===== src/rtl/i2cmem_pkg.sv =====
package i2cmem_pkg;

  // Strobes from the protocol control to the datapath
  typedef struct packed {
    logic shiftIn;    // capture one received bit
    logic holdPtrHi;  // park the high pointer byte
    logic loadPtr;    // load pointer from parked high + received low
    logic writeMem;   // store received byte at pointer
    logic incPtr;     // advance pointer
    logic loadTx;     // fetch byte at pointer into transmit shifter
    logic shiftTx;    // move to next transmit bit
  } dpCtrl_t;

  typedef enum logic [2:0] {
    S_IDLE, S_RXBIT, S_RXWAIT, S_ACKOUT, S_TXBIT, S_ACKIN, S_ACKWAIT
  } state_t;

  typedef enum logic [2:0] {
    K_ADDR, K_PTRHI, K_PTRLO, K_DATA, K_READ
  } byteKind_t;

endpackage


===== src/rtl/i2cmem_linesync.sv =====
module i2cmem_linesync #(
  parameter int SYNC_STAGES = 2
) (
  input  logic clk,
  input  logic rstN,
  input  logic sclIn,
  input  logic sdaIn,
  output logic sclLvl,
  output logic sdaLvl,
  output logic sclRise,
  output logic sclFall,
  output logic startDet,
  output logic stopDet
);
  localparam int TOP = SYNC_STAGES - 1;

  logic [SYNC_STAGES-1:0] sclPipe, sdaPipe;
  logic sclPrev, sdaPrev;

  always_ff @(posedge clk or negedge rstN) begin
    if (!rstN) begin
      sclPipe <= '1;
      sdaPipe <= '1;
      sclPrev <= 1'b1;
      sdaPrev <= 1'b1;
    end else begin
      sclPipe <= {sclPipe[SYNC_STAGES-2:0], sclIn};
      sdaPipe <= {sdaPipe[SYNC_STAGES-2:0], sdaIn};
      sclPrev <= sclPipe[TOP];
      sdaPrev <= sdaPipe[TOP];
    end
  end

  assign sclLvl   = sclPipe[TOP];
  assign sdaLvl   = sdaPipe[TOP];
  assign sclRise  = sclLvl & ~sclPrev;
  assign sclFall  = ~sclLvl & sclPrev;
  assign startDet = sclLvl & sclPrev & sdaPrev & ~sdaLvl;
  assign stopDet  = sclLvl & sclPrev & ~sdaPrev & sdaLvl;

endmodule


===== src/rtl/i2cmem_datapath.sv =====
module i2cmem_datapath
  import i2cmem_pkg::*;
#(
  parameter int PTR_W  = 15,
  parameter int MEM_AW = 8
) (
  input  logic       clk,
  input  logic       rstN,
  input  dpCtrl_t    ctl,
  input  logic       sdaLvl,
  output logic [7:0] rxNext,
  output logic       txBit
);
  localparam int DEPTH = 1 << MEM_AW;
  localparam int HI_W  = PTR_W - 8;

  logic [7:0]       rxShift, txShift;
  logic [7:0]       mem [DEPTH];
  logic [HI_W-1:0]  ptrHiHold;
  logic [PTR_W-1:0] ptr;
  logic [MEM_AW-1:0] memIdx;

  assign rxNext = {rxShift[6:0], sdaLvl};
  assign txBit  = txShift[7];
  assign memIdx = ptr[MEM_AW-1:0];

  always_ff @(posedge clk or negedge rstN) begin
    if (!rstN) begin
      rxShift   <= '0;
      txShift   <= '1;
      ptrHiHold <= '0;
      ptr       <= '0;
    end else begin
      if (ctl.shiftIn)   rxShift   <= rxNext;
      if (ctl.holdPtrHi) ptrHiHold <= rxNext[HI_W-1:0];
      if (ctl.loadPtr)     ptr <= {ptrHiHold, rxNext};
      else if (ctl.incPtr) ptr <= ptr + 1'b1;
      if (ctl.loadTx)       txShift <= mem[memIdx];
      else if (ctl.shiftTx) txShift <= {txShift[6:0], 1'b0};
    end
  end

  // Array is not reset: contents survive a system reset
  always_ff @(posedge clk) begin
    if (ctl.writeMem) mem[memIdx] <= rxNext;
  end

  // pointer holds unless control asks for a load or an advance
  assert_ptr_frozen_R6: assert property (@(posedge clk) disable iff (!rstN)
    (!ctl.incPtr && !ctl.loadPtr) |=> $stable(ptr));

  // an advance steps by exactly one, modulo the pointer width
  assert_ptr_step_R4: assert property (@(posedge clk) disable iff (!rstN)
    (ctl.incPtr && !ctl.loadPtr) |=> (ptr == $past(ptr) + 1'b1));

  // one array access per cycle
  assert_single_access_R5: assert property (@(posedge clk) disable iff (!rstN)
    $onehot0({ctl.writeMem, ctl.loadTx, ctl.loadPtr}));

endmodule


===== src/rtl/i2cmem_ctrl.sv =====
module i2cmem_ctrl
  import i2cmem_pkg::*;
#(
  parameter logic [3:0] DEVICE_TYPE = 4'b1010,
  parameter int         STRAP_W     = 3
) (
  input  logic               clk,
  input  logic               rstN,
  input  logic               sclLvl,
  input  logic               sdaLvl,
  input  logic               sclRise,
  input  logic               sclFall,
  input  logic               startDet,
  input  logic               stopDet,
  input  logic [STRAP_W-1:0] strapAddr,
  input  logic               wrProtect,
  input  logic [7:0]         rxNext,
  input  logic               txBit,
  output dpCtrl_t            ctl,
  output logic               sdaOe
);
  localparam logic [2:0] LAST_BIT = 3'd7;

  state_t    state, stateN;
  byteKind_t kind, kindN;
  logic [2:0] bitCnt, cntN;
  logic       ackDrive, ackN;
  logic       addrHit;

  assign addrHit = (rxNext[7:4] == DEVICE_TYPE) && (rxNext[STRAP_W:1] == strapAddr);

  always_comb begin
    ctl    = '0;
    stateN = state;
    kindN  = kind;
    cntN   = bitCnt;
    ackN   = ackDrive;
    if (stopDet) begin
      stateN = S_IDLE;
    end else if (startDet) begin
      stateN = S_RXBIT;
      kindN  = K_ADDR;
      cntN   = '0;
    end else begin
      case (state)
        S_RXBIT: if (sclRise) begin
          ctl.shiftIn = 1'b1;
          cntN = bitCnt + 3'd1;
          if (bitCnt == LAST_BIT) begin
            stateN = S_RXWAIT;
            ackN   = 1'b1;
            case (kind)
              K_ADDR: begin
                if (!addrHit) stateN = S_IDLE;
                else if (rxNext[0]) begin
                  kindN = K_READ;
                  ctl.loadTx = 1'b1;
                end else kindN = K_PTRHI;
              end
              K_PTRHI: begin
                ctl.holdPtrHi = 1'b1;
                kindN = K_PTRLO;
              end
              K_PTRLO: begin
                ctl.loadPtr = 1'b1;
                kindN = K_DATA;
              end
              default: begin
                if (wrProtect) ackN = 1'b0;
                else begin
                  ctl.writeMem = 1'b1;
                  ctl.incPtr   = 1'b1;
                end
              end
            endcase
          end
        end
        S_RXWAIT: if (sclFall) stateN = S_ACKOUT;
        S_ACKOUT: if (sclFall) begin
          cntN = '0;
          if (!ackDrive)          stateN = S_IDLE;
          else if (kind == K_READ) stateN = S_TXBIT;
          else                    stateN = S_RXBIT;
        end
        S_TXBIT: if (sclFall) begin
          if (bitCnt == LAST_BIT) begin
            stateN = S_ACKIN;
            ctl.incPtr = 1'b1;
            cntN = '0;
          end else begin
            ctl.shiftTx = 1'b1;
            cntN = bitCnt + 3'd1;
          end
        end
        S_ACKIN: if (sclRise) begin
          if (!sdaLvl) begin
            ctl.loadTx = 1'b1;
            stateN = S_ACKWAIT;
          end else stateN = S_IDLE;
        end
        S_ACKWAIT: if (sclFall) stateN = S_TXBIT;
        default: ;
      endcase
    end
  end

  always_ff @(posedge clk or negedge rstN) begin
    if (!rstN) begin
      state    <= S_IDLE;
      kind     <= K_ADDR;
      bitCnt   <= '0;
      ackDrive <= 1'b0;
    end else begin
      state    <= stateN;
      kind     <= kindN;
      bitCnt   <= cntN;
      ackDrive <= ackN;
    end
  end

  assign sdaOe = ((state == S_ACKOUT) && ackDrive) || ((state == S_TXBIT) && !txBit);

  // the data line only moves while the bus clock is low
  assert_sda_moves_low_R3: assert property (@(posedge clk) disable iff (!rstN)
    sclLvl |-> $stable(sdaOe));

  // a protected write never reaches the array
  assert_protect_blocks_R6: assert property (@(posedge clk) disable iff (!rstN)
    ctl.writeMem |-> !wrProtect);

  // a start releases the line
  assert_start_release_R9: assert property (@(posedge clk) disable iff (!rstN)
    startDet |=> !sdaOe);

  // a stop releases the line
  assert_stop_release_R9: assert property (@(posedge clk) disable iff (!rstN)
    stopDet |=> !sdaOe);

endmodule


===== src/rtl/i2cmem_target.sv =====
module i2cmem_target
  import i2cmem_pkg::*;
#(
  parameter int         PTR_W       = 15,
  parameter int         MEM_AW      = 8,
  parameter int         SYNC_STAGES = 2,
  parameter logic [3:0] DEVICE_TYPE = 4'b1010
) (
  input  logic       clk,
  input  logic       rstN,
  input  logic       sclIn,
  input  logic       sdaIn,
  input  logic [2:0] strapAddr,
  input  logic       wrProtect,
  output logic       sdaOe
);
  logic sclLvl, sdaLvl, sclRise, sclFall, startDet, stopDet;
  logic [7:0] rxNext;
  logic txBit;
  dpCtrl_t ctl;

  i2cmem_linesync #(.SYNC_STAGES(SYNC_STAGES)) i_linesync (
    .clk(clk), .rstN(rstN), .sclIn(sclIn), .sdaIn(sdaIn),
    .sclLvl(sclLvl), .sdaLvl(sdaLvl), .sclRise(sclRise), .sclFall(sclFall),
    .startDet(startDet), .stopDet(stopDet)
  );

  i2cmem_ctrl #(.DEVICE_TYPE(DEVICE_TYPE), .STRAP_W(3)) i_ctrl (
    .clk(clk), .rstN(rstN), .sclLvl(sclLvl), .sdaLvl(sdaLvl),
    .sclRise(sclRise), .sclFall(sclFall), .startDet(startDet), .stopDet(stopDet),
    .strapAddr(strapAddr), .wrProtect(wrProtect), .rxNext(rxNext), .txBit(txBit),
    .ctl(ctl), .sdaOe(sdaOe)
  );

  i2cmem_datapath #(.PTR_W(PTR_W), .MEM_AW(MEM_AW)) i_datapath (
    .clk(clk), .rstN(rstN), .ctl(ctl), .sdaLvl(sdaLvl),
    .rxNext(rxNext), .txBit(txBit)
  );

endmodule


===== config.mk =====
export PLATFORM = sky130hd
export DESIGN_NAME = i2cmem_target
export DESIGN_NICKNAME = d
export VERILOG_FILES = /design/src/rtl/i2cmem_pkg.sv /design/src/rtl/i2cmem_linesync.sv /design/src/rtl/i2cmem_datapath.sv /design/src/rtl/i2cmem_ctrl.sv /design/src/rtl/i2cmem_target.sv
export SDC_FILE = /design/constraint.sdc
export NUM_CORES = 2
export LEC_CHECK = 0
export BUFFER_PORTS_ARGS = -buffer_cell sky130_fd_sc_hd__buf_2
export CAP_MARGIN = 0
export CORE_MARGIN = 4
export CORE_UTILIZATION = 63
export CTS_CLUSTER_SIZE = 24
export DETAILED_ROUTE_END_ITERATION = 12
export PLACE_DENSITY = 0.77
export SLEW_MARGIN = 10
export SYNTH_ARGS = -nofsm -noshare
export SYNTH_HDL_FRONTEND = slang
export SYNTH_SLANG_ARGS = --single-unit

===== constraint.sdc =====
create_clock -name clk -period 5.7 [get_ports clk]
set_clock_uncertainty 0.05 [all_clocks]
set_input_delay 0.855 -clock clk [delete_from_list [all_inputs] [get_ports clk]]
set_output_delay 0.855 -clock clk [all_outputs]
set_load 0.1 [all_outputs]

; Yosys cells after proc, flatten, opt, wreduce, memory -nomap -nowiden
; Memory sizes are Yosys's and may differ from the RTL's.
; Cells that the tools add are included.
[word_totals]
register_bits = 53
ramBits = 2048
input_bits = 8
output_inout_bits = 1
wordCells = 129
mem_count = 1
[mem_list]
columns = memory, words, width, read_ports, rd_clocked_by_memory_dff, write_ports, line
row1 = i_datapath.mem, 256, 8, 1, 0, 1, i2cmem_datapath.sv:18  ; logic [7:0] mem [DEPTH];
[op_classes]
add_sub_neg = 2
n_eq_ne = 24
muxes = 58
n_bitwise = 13
reduce_logical = 19
[ops]
columns = operator, count
row1 = 3-bit two-way mux, 25
row2 = "4-bit by 1-bit != test with 1-bit output, second input constant", 8
row3 = 15-bit two-way mux, 2
row4 = 3-bit case mux with 3 select lines, 2
row5 = 3-bit case mux with 6 select lines, 1
row6 = 1-bit two-way mux, 16
row7 = 8-bit two-way mux, 2
row8 = "15-bit by 1-bit adder with 15-bit output, second input constant", 1
row9 = "3-bit == test, second input constant", 5
row10 = 7-bit two-way mux, 2
row11 = "3-bit by 1-bit != test with 1-bit output, second input constant", 4
row12 = 5-bit AND reduction, 2
row13 = 2-bit nonzero test, 5
row14 = "3-bit by 2-bit == test with 1-bit output, second input constant", 3
row15 = 9-bit AND reduction, 1
row16 = 4-bit nonzero test, 2
row17 = 8-bit nonzero test, 1
row18 = 1-bit bitwise AND, 7
row19 = "3-bit by 1-bit == test with 1-bit output, second input constant", 2
row20 = 2-bit two-way mux, 3
row21 = 6-bit two-way mux, 1
row22 = 1-bit NOT, 6
row23 = 6-bit AND reduction, 1
row24 = 5-bit two-way mux, 1
row25 = other kinds (10), 13

; Longest topological paths before layout
[depth]
ltp_word = 11
ltp_mapped = 13
ltp_nobuf = 9

; Cells and area by module
; A second synthesis with hierarchy kept.
[hier_totals]
hier_cells = 3942
hier_area_um2 = 81672.1
[by_module_without_submodules]
columns = mod, instances, cells_each, area_each_um2, seq_area_each_um2
row1 = i2cmem_datapath, 1, 3827, 80578.5, 62084.5
row2 = i2cmem_ctrl, 1, 105, 903.4, 250.2
row3 = i2cmem_linesync, 1, 10, 190.2, 157.7

; Worst setup path after synthesis
; Ideal clock, no wire load.
[synth_timing]
kind = register to register
start = register i_datapath.rxShift[6]
end = register i_datapath.txShift[2]
setup_ns = 0.086
arrival_ns = 4.818
t_required_ns = 5.564
setup_slack_ns = 0.745
stages_incl_launch_ff = 8
path_buffers = 0
period_less_slack_ns = 4.955
cell_sequence = dfrtp_1 -> nand4bb_1 -> nor4_1 -> a22o_1 -> nand2_1 -> a311oi_1 -> o21ai_0 -> o41a_1
[synth_via]
elab_chain_cells = 10
elab_cells_between_ends = 11
cone_classes = eq/ne (1) / mux (8) / reduce/logical (2)
[synth_rtl]
columns = item, line
row1 = start: declaration, i2cmem_datapath.sv:17  ; logic [7:0] rxShift, txShift;
row2 = start signal: assignment, i2cmem_datapath.sv:34  ; if (ctl.shiftIn) rxShift <= rxNext;
row3 = 4-bit == test (*), i2cmem_ctrl.sv:30  ; assign addrHit = (rxNext[7:4] == DEVICE_TYPE) && (rxNext[STRAP_W:1] == strapAddr);
row4 = 1-bit logical AND (*), i2cmem_ctrl.sv:30
row5 = 1-bit two-way mux (*), i2cmem_ctrl.sv:54  ; if (!addrHit) stateN = S_IDLE;
row6 = 1-bit two-way mux (*), i2cmem_ctrl.sv:52  ; case (kind)
row7 = 5-bit two-way mux (*), i2cmem_ctrl.sv:49  ; if (bitCnt == LAST_BIT) begin
row8 = 6-bit two-way mux (*), i2cmem_ctrl.sv:46  ; S_RXBIT: if (sclRise) begin
row9 = 1-bit case mux with 2 select lines (*), i2cmem_ctrl.sv:45  ; case (state)
row10 = 7-bit two-way mux (*), i2cmem_ctrl.sv:40  ; end else if (startDet) begin
row11 = 7-bit two-way mux (*), i2cmem_ctrl.sv:38  ; if (stopDet) begin
row12 = 8-bit two-way mux or 2-bit nonzero test (tied branches), -
row13 = end signal: assignment, i2cmem_datapath.sv:38  ; if (ctl.loadTx) txShift <= mem[memIdx];
row14 = end signal: assignment, i2cmem_datapath.sv:39  ; else if (ctl.shiftTx) txShift <= {txShift[6:0], 1'b0};
row15 = end: declaration, i2cmem_datapath.sv:17
; Mark *: on every way between the ends. The rest lies on a longest branch, timed or not.
; A chain may end at the register's enable or synchronous reset.

; Worst setup path after layout
[layout_timing]
start = register i_datapath.ptr[2]
end = memory i_datapath.mem[66][5], enable pin
[layout_rtl]
columns = item, line
row1 = start: declaration, i2cmem_datapath.sv:20  ; logic [PTR_W-1:0] ptr;
row2 = start signal: assignment, i2cmem_datapath.sv:36  ; if (ctl.loadPtr) ptr <= {ptrHiHold, rxNext};
row3 = start signal: assignment, i2cmem_datapath.sv:37  ; else if (ctl.incPtr) ptr <= ptr + 1'b1;
row4 = end: declaration, i2cmem_datapath.sv:18
; No word-level cell before the write port.

==> key figures <==
Synth
  – Top-count cell post-synth: edfxtp_1
  – Post-Synthesis Cells: 3892
  – Synth top cells by count: 2048 x edfxtp_1, 507 x mux4_2, 301 x nor2_1
  – Synth top area cells: edfxtp_1 75%, mux4_2 14%, nor2_1 1.4%
  – Main combinational cell family by area after synthesis: multiplexers
  – Yosys reg bits: 2087
  – Post-synth EDFFs: 2048
  – Ys flop type: edfxtp_1
  – Syn_area_per_cell: 21.0 um2
  – Syn_nets: 3906
  – Post-synthesis xor/xnor area fraction: 0.129%
  – Post-Syn Area: 81700 um2
  – Synth cell types: 79
  – Yosys top cell area share: 75.3%
  – Simple-gate share of the synthesized area: 3.20%
  – Post-synthesis compound-gate area fraction: 2.58%
  – Register area share after synthesis: 76.5%
  – Cell accounting for the most synthesized area: edfxtp_1
  – Synth Area in Adders: 0.0919%
  – Post-synthesis mux area share: 15.8%
  – Yosys warnings: 0
  – Fraction of registers with async set/reset: 1.87%

Worst setup path
  – Nature of the critical path endpoint: flop
  – Worst setup path startpoint: i_datapath.ptr[2]
  – Crit Path Class: flop to flop
  – Startpoint type of the worst setup path: flop
  – Worst R2R Start: i_datapath.ptr[2]
  – Crit Path Max Fanout: 35
  – CP required: 6.09 ns
  – Arr. time, crit path: 4.86 ns

Routing
  – Routed Antenna Nets: 0
  – Avg WL per Cell: 36.1 um
  – DR iter-0 viols: 7528
  – Vias: 42300
  – Routed WL: 213000 um
  – Post-route DRC: 0
  – Via density: 7.17
  – Pre-antenna DRT Iters: 8

Clocking
  – CTS Buf Count: 200
  – Clk buf depth: 3
  – Clk slew on worst S/H paths: 0.07 ns
  – CTS tree: done
  – Hold_buf cts: 0
  – Postcts setup bufs: 0
  – Clock Sinks: 2087
  – Cts repair resizes: 0
  – Max H-tree Level: 4
  – Skew-Pair Late Insertion Delay: 0.83 ns
  – CTS root buf: clkbuf_16

Die
  – FP Rows: 131
  – Starting Density: 63.7%
  – Die W: 368 um
  – Die area: 135000 um2
  – Die Y: 368 um
  – IO Count: 9
  – CORE AREA: 128000 um2

GRT
  – Initial antenna violation count: 6
  – First-pass GRT wire length: 306000 um
  – Largest net degree at the start of global routing: 202
  – Grt total ovfl: 0
  – Total GRT Usage: 31.9%
  – Vias in the first global route: 41400

Cells and area
  – Layout Nets: 4008
  – Fin cells: 5899
  – Multi-input gate area: 17900 um2
  – Fillcell total: 7383
  – Sequential cell area: 62500 um2
  – Share of layout cells above drive strength 1: 23.5%
  – Layout area overhead: 10.5%

Timing
  – Setup violations, final: 0
  – Final Slew Violations: 0
  – Final Cycle Share: 78.5%
  – Final hold vios: 0
  – Fmax: 224 MHz
  – Setup_tns: 0 ns
  – Min Tclk post-route: 4.47 ns
  – Max-slew headroom at the worst pin: 8.56%
  – Tightest Pin Transition: 1.37 ns
  – Post-route setup slack: 1.23 ns
  – RSZ-0062 raised after global routing: no

Placement
  – DP HPWL: 126000 um
  – RePlAce Congestion: 0.973
  – Worst slack at placement: 1.48 ns
  – # placed instances: 5521
  – Port bufs: 8

Power and ir drop
  – Maximum VDD drop: 0.390 mV
  – Pwr dens: 361 nW/um2
  – Pleak: 0.0291 uW

Hold path
  – Worst Hold Class: primary input to asynchronous set/reset pin

Run status
  – Status: finished, final reports clean

Run
  – Max cap viols: 0
[area by class of cell]
cell class	instances	share of cell area [%]
Clock buffer	254	5.89
Tap cell	1729	2.40
Clock inverter	117	1.29
Inverter	12	0.0555
Sequential cell	2087	69.3
Multi-Input combinational cell	1570	19.8
Antenna cell	7	0.0194
Timing Repair Buffer	123	1.18
[kinds of logic after synthesis]
kind of cell	count (synthesis)
compound gates	300
xor+xnor	12
fa+ha+maj	6
buf+inv	235
flops	2087
mux	646
simple gates	606
[layer usage]
metal  GRT usage, %  share of wire, %  vias up
li1               -                 -    16400
met1           45.1                35    21800
met2           46.6                46     3447
met3           8.97                14      676
met4           16.0               5.9        2
met5              0            0.0038        -
[per-stage QoR]
step,power (uW),area [um2],hold WS [ns],utilization [%]
floorplan,19000,81700,0.295,-
global placement,19600,83700,0.303,65.3
detailed placement,19700,83700,0.298,65.3
CTS,32600,90200,0.0358,70.4
global route,33500,90200,0.0494,70.4
finish,32600,90200,0.0663,70.4
[final timing paths]
check / to / slack [ns] / cells after the start
worst min-delay path: i_ctrl.kind[2] / 0.07 / 2
worst min register to register: i_linesync.sclPipe[1] / 0.31 / 0
min in group clk: i_linesync.sdaPipe[0] / 0.07 / 1
max in group asynchronous: i_datapath.ptr[3] / 5.04 / 2
worst max register to register: i_datapath.mem[66][5] / 1.23 / 4
worst max-delay path: i_datapath.mem[66][5] / 1.23 / 4
[critical path, cell delays in order, from the launching register on]
cell,delay (ns)
dfrtp_4,0.78
nor2_1,1.04
nand2_1,0.88
buf_4,0.55
nor2_1,0.75
[registers in the layout, summed over array words and instances, names as in the netlist, 2 cells and up]
| name | count |
|---|---|
| i_ctrl.bitCnt | 3 |
| i_datapath.txShift | 8 |
| i_ctrl.state | 3 |
| i_datapath.ptr | 8 |
| i_ctrl.kind | 3 |
| i_linesync.sdaPipe | 2 |
| i_datapath.mem | 2048 |
| i_datapath.rxShift | 7 |
| i_linesync.sclPipe | 2 |
[report_power, final]
part	leakage (uW)	internal, uW	switching [uW]
clock	0.00315	7540	5640
sequential	0.0192	17600	245
combinational	0.00670	328	1240
[layout by cell type, fill, tap and decap left out, types with 7 or more instances in the layout]
master / n
a31oi_1: 14
mux2i_1: 108
nand4_1: 12
nand2_1: 153
dfstp_2: 13
clkbuf_16: 204
diode_2: 7
xnor2_1: 8
o22ai_1: 26
o21ai_1: 8
mux4_2: 507
nor2_1: 299
a22oi_1: 47
bufinv_16: 21
buf_2: 8
a2111oi_0: 8
a211oi_1: 14
o21ai_0: 30
mux2_2: 25
edfxtp_1: 2048
clkinv_1: 46
buf_4: 102
nor4_1: 8
dfrtp_4: 11
dfrtp_1: 12
buf_12: 13
a32oi_1: 11
inv_1: 9
nor3_1: 14
nor2b_1: 17
a21oi_1: 58
nand3_1: 44
and2_1: 12
nand3b_1: 7
a221oi_1: 22
clkbuf_1: 48
clkinv_2: 32
No activity file was read; power rests on OpenSTA's default activity.
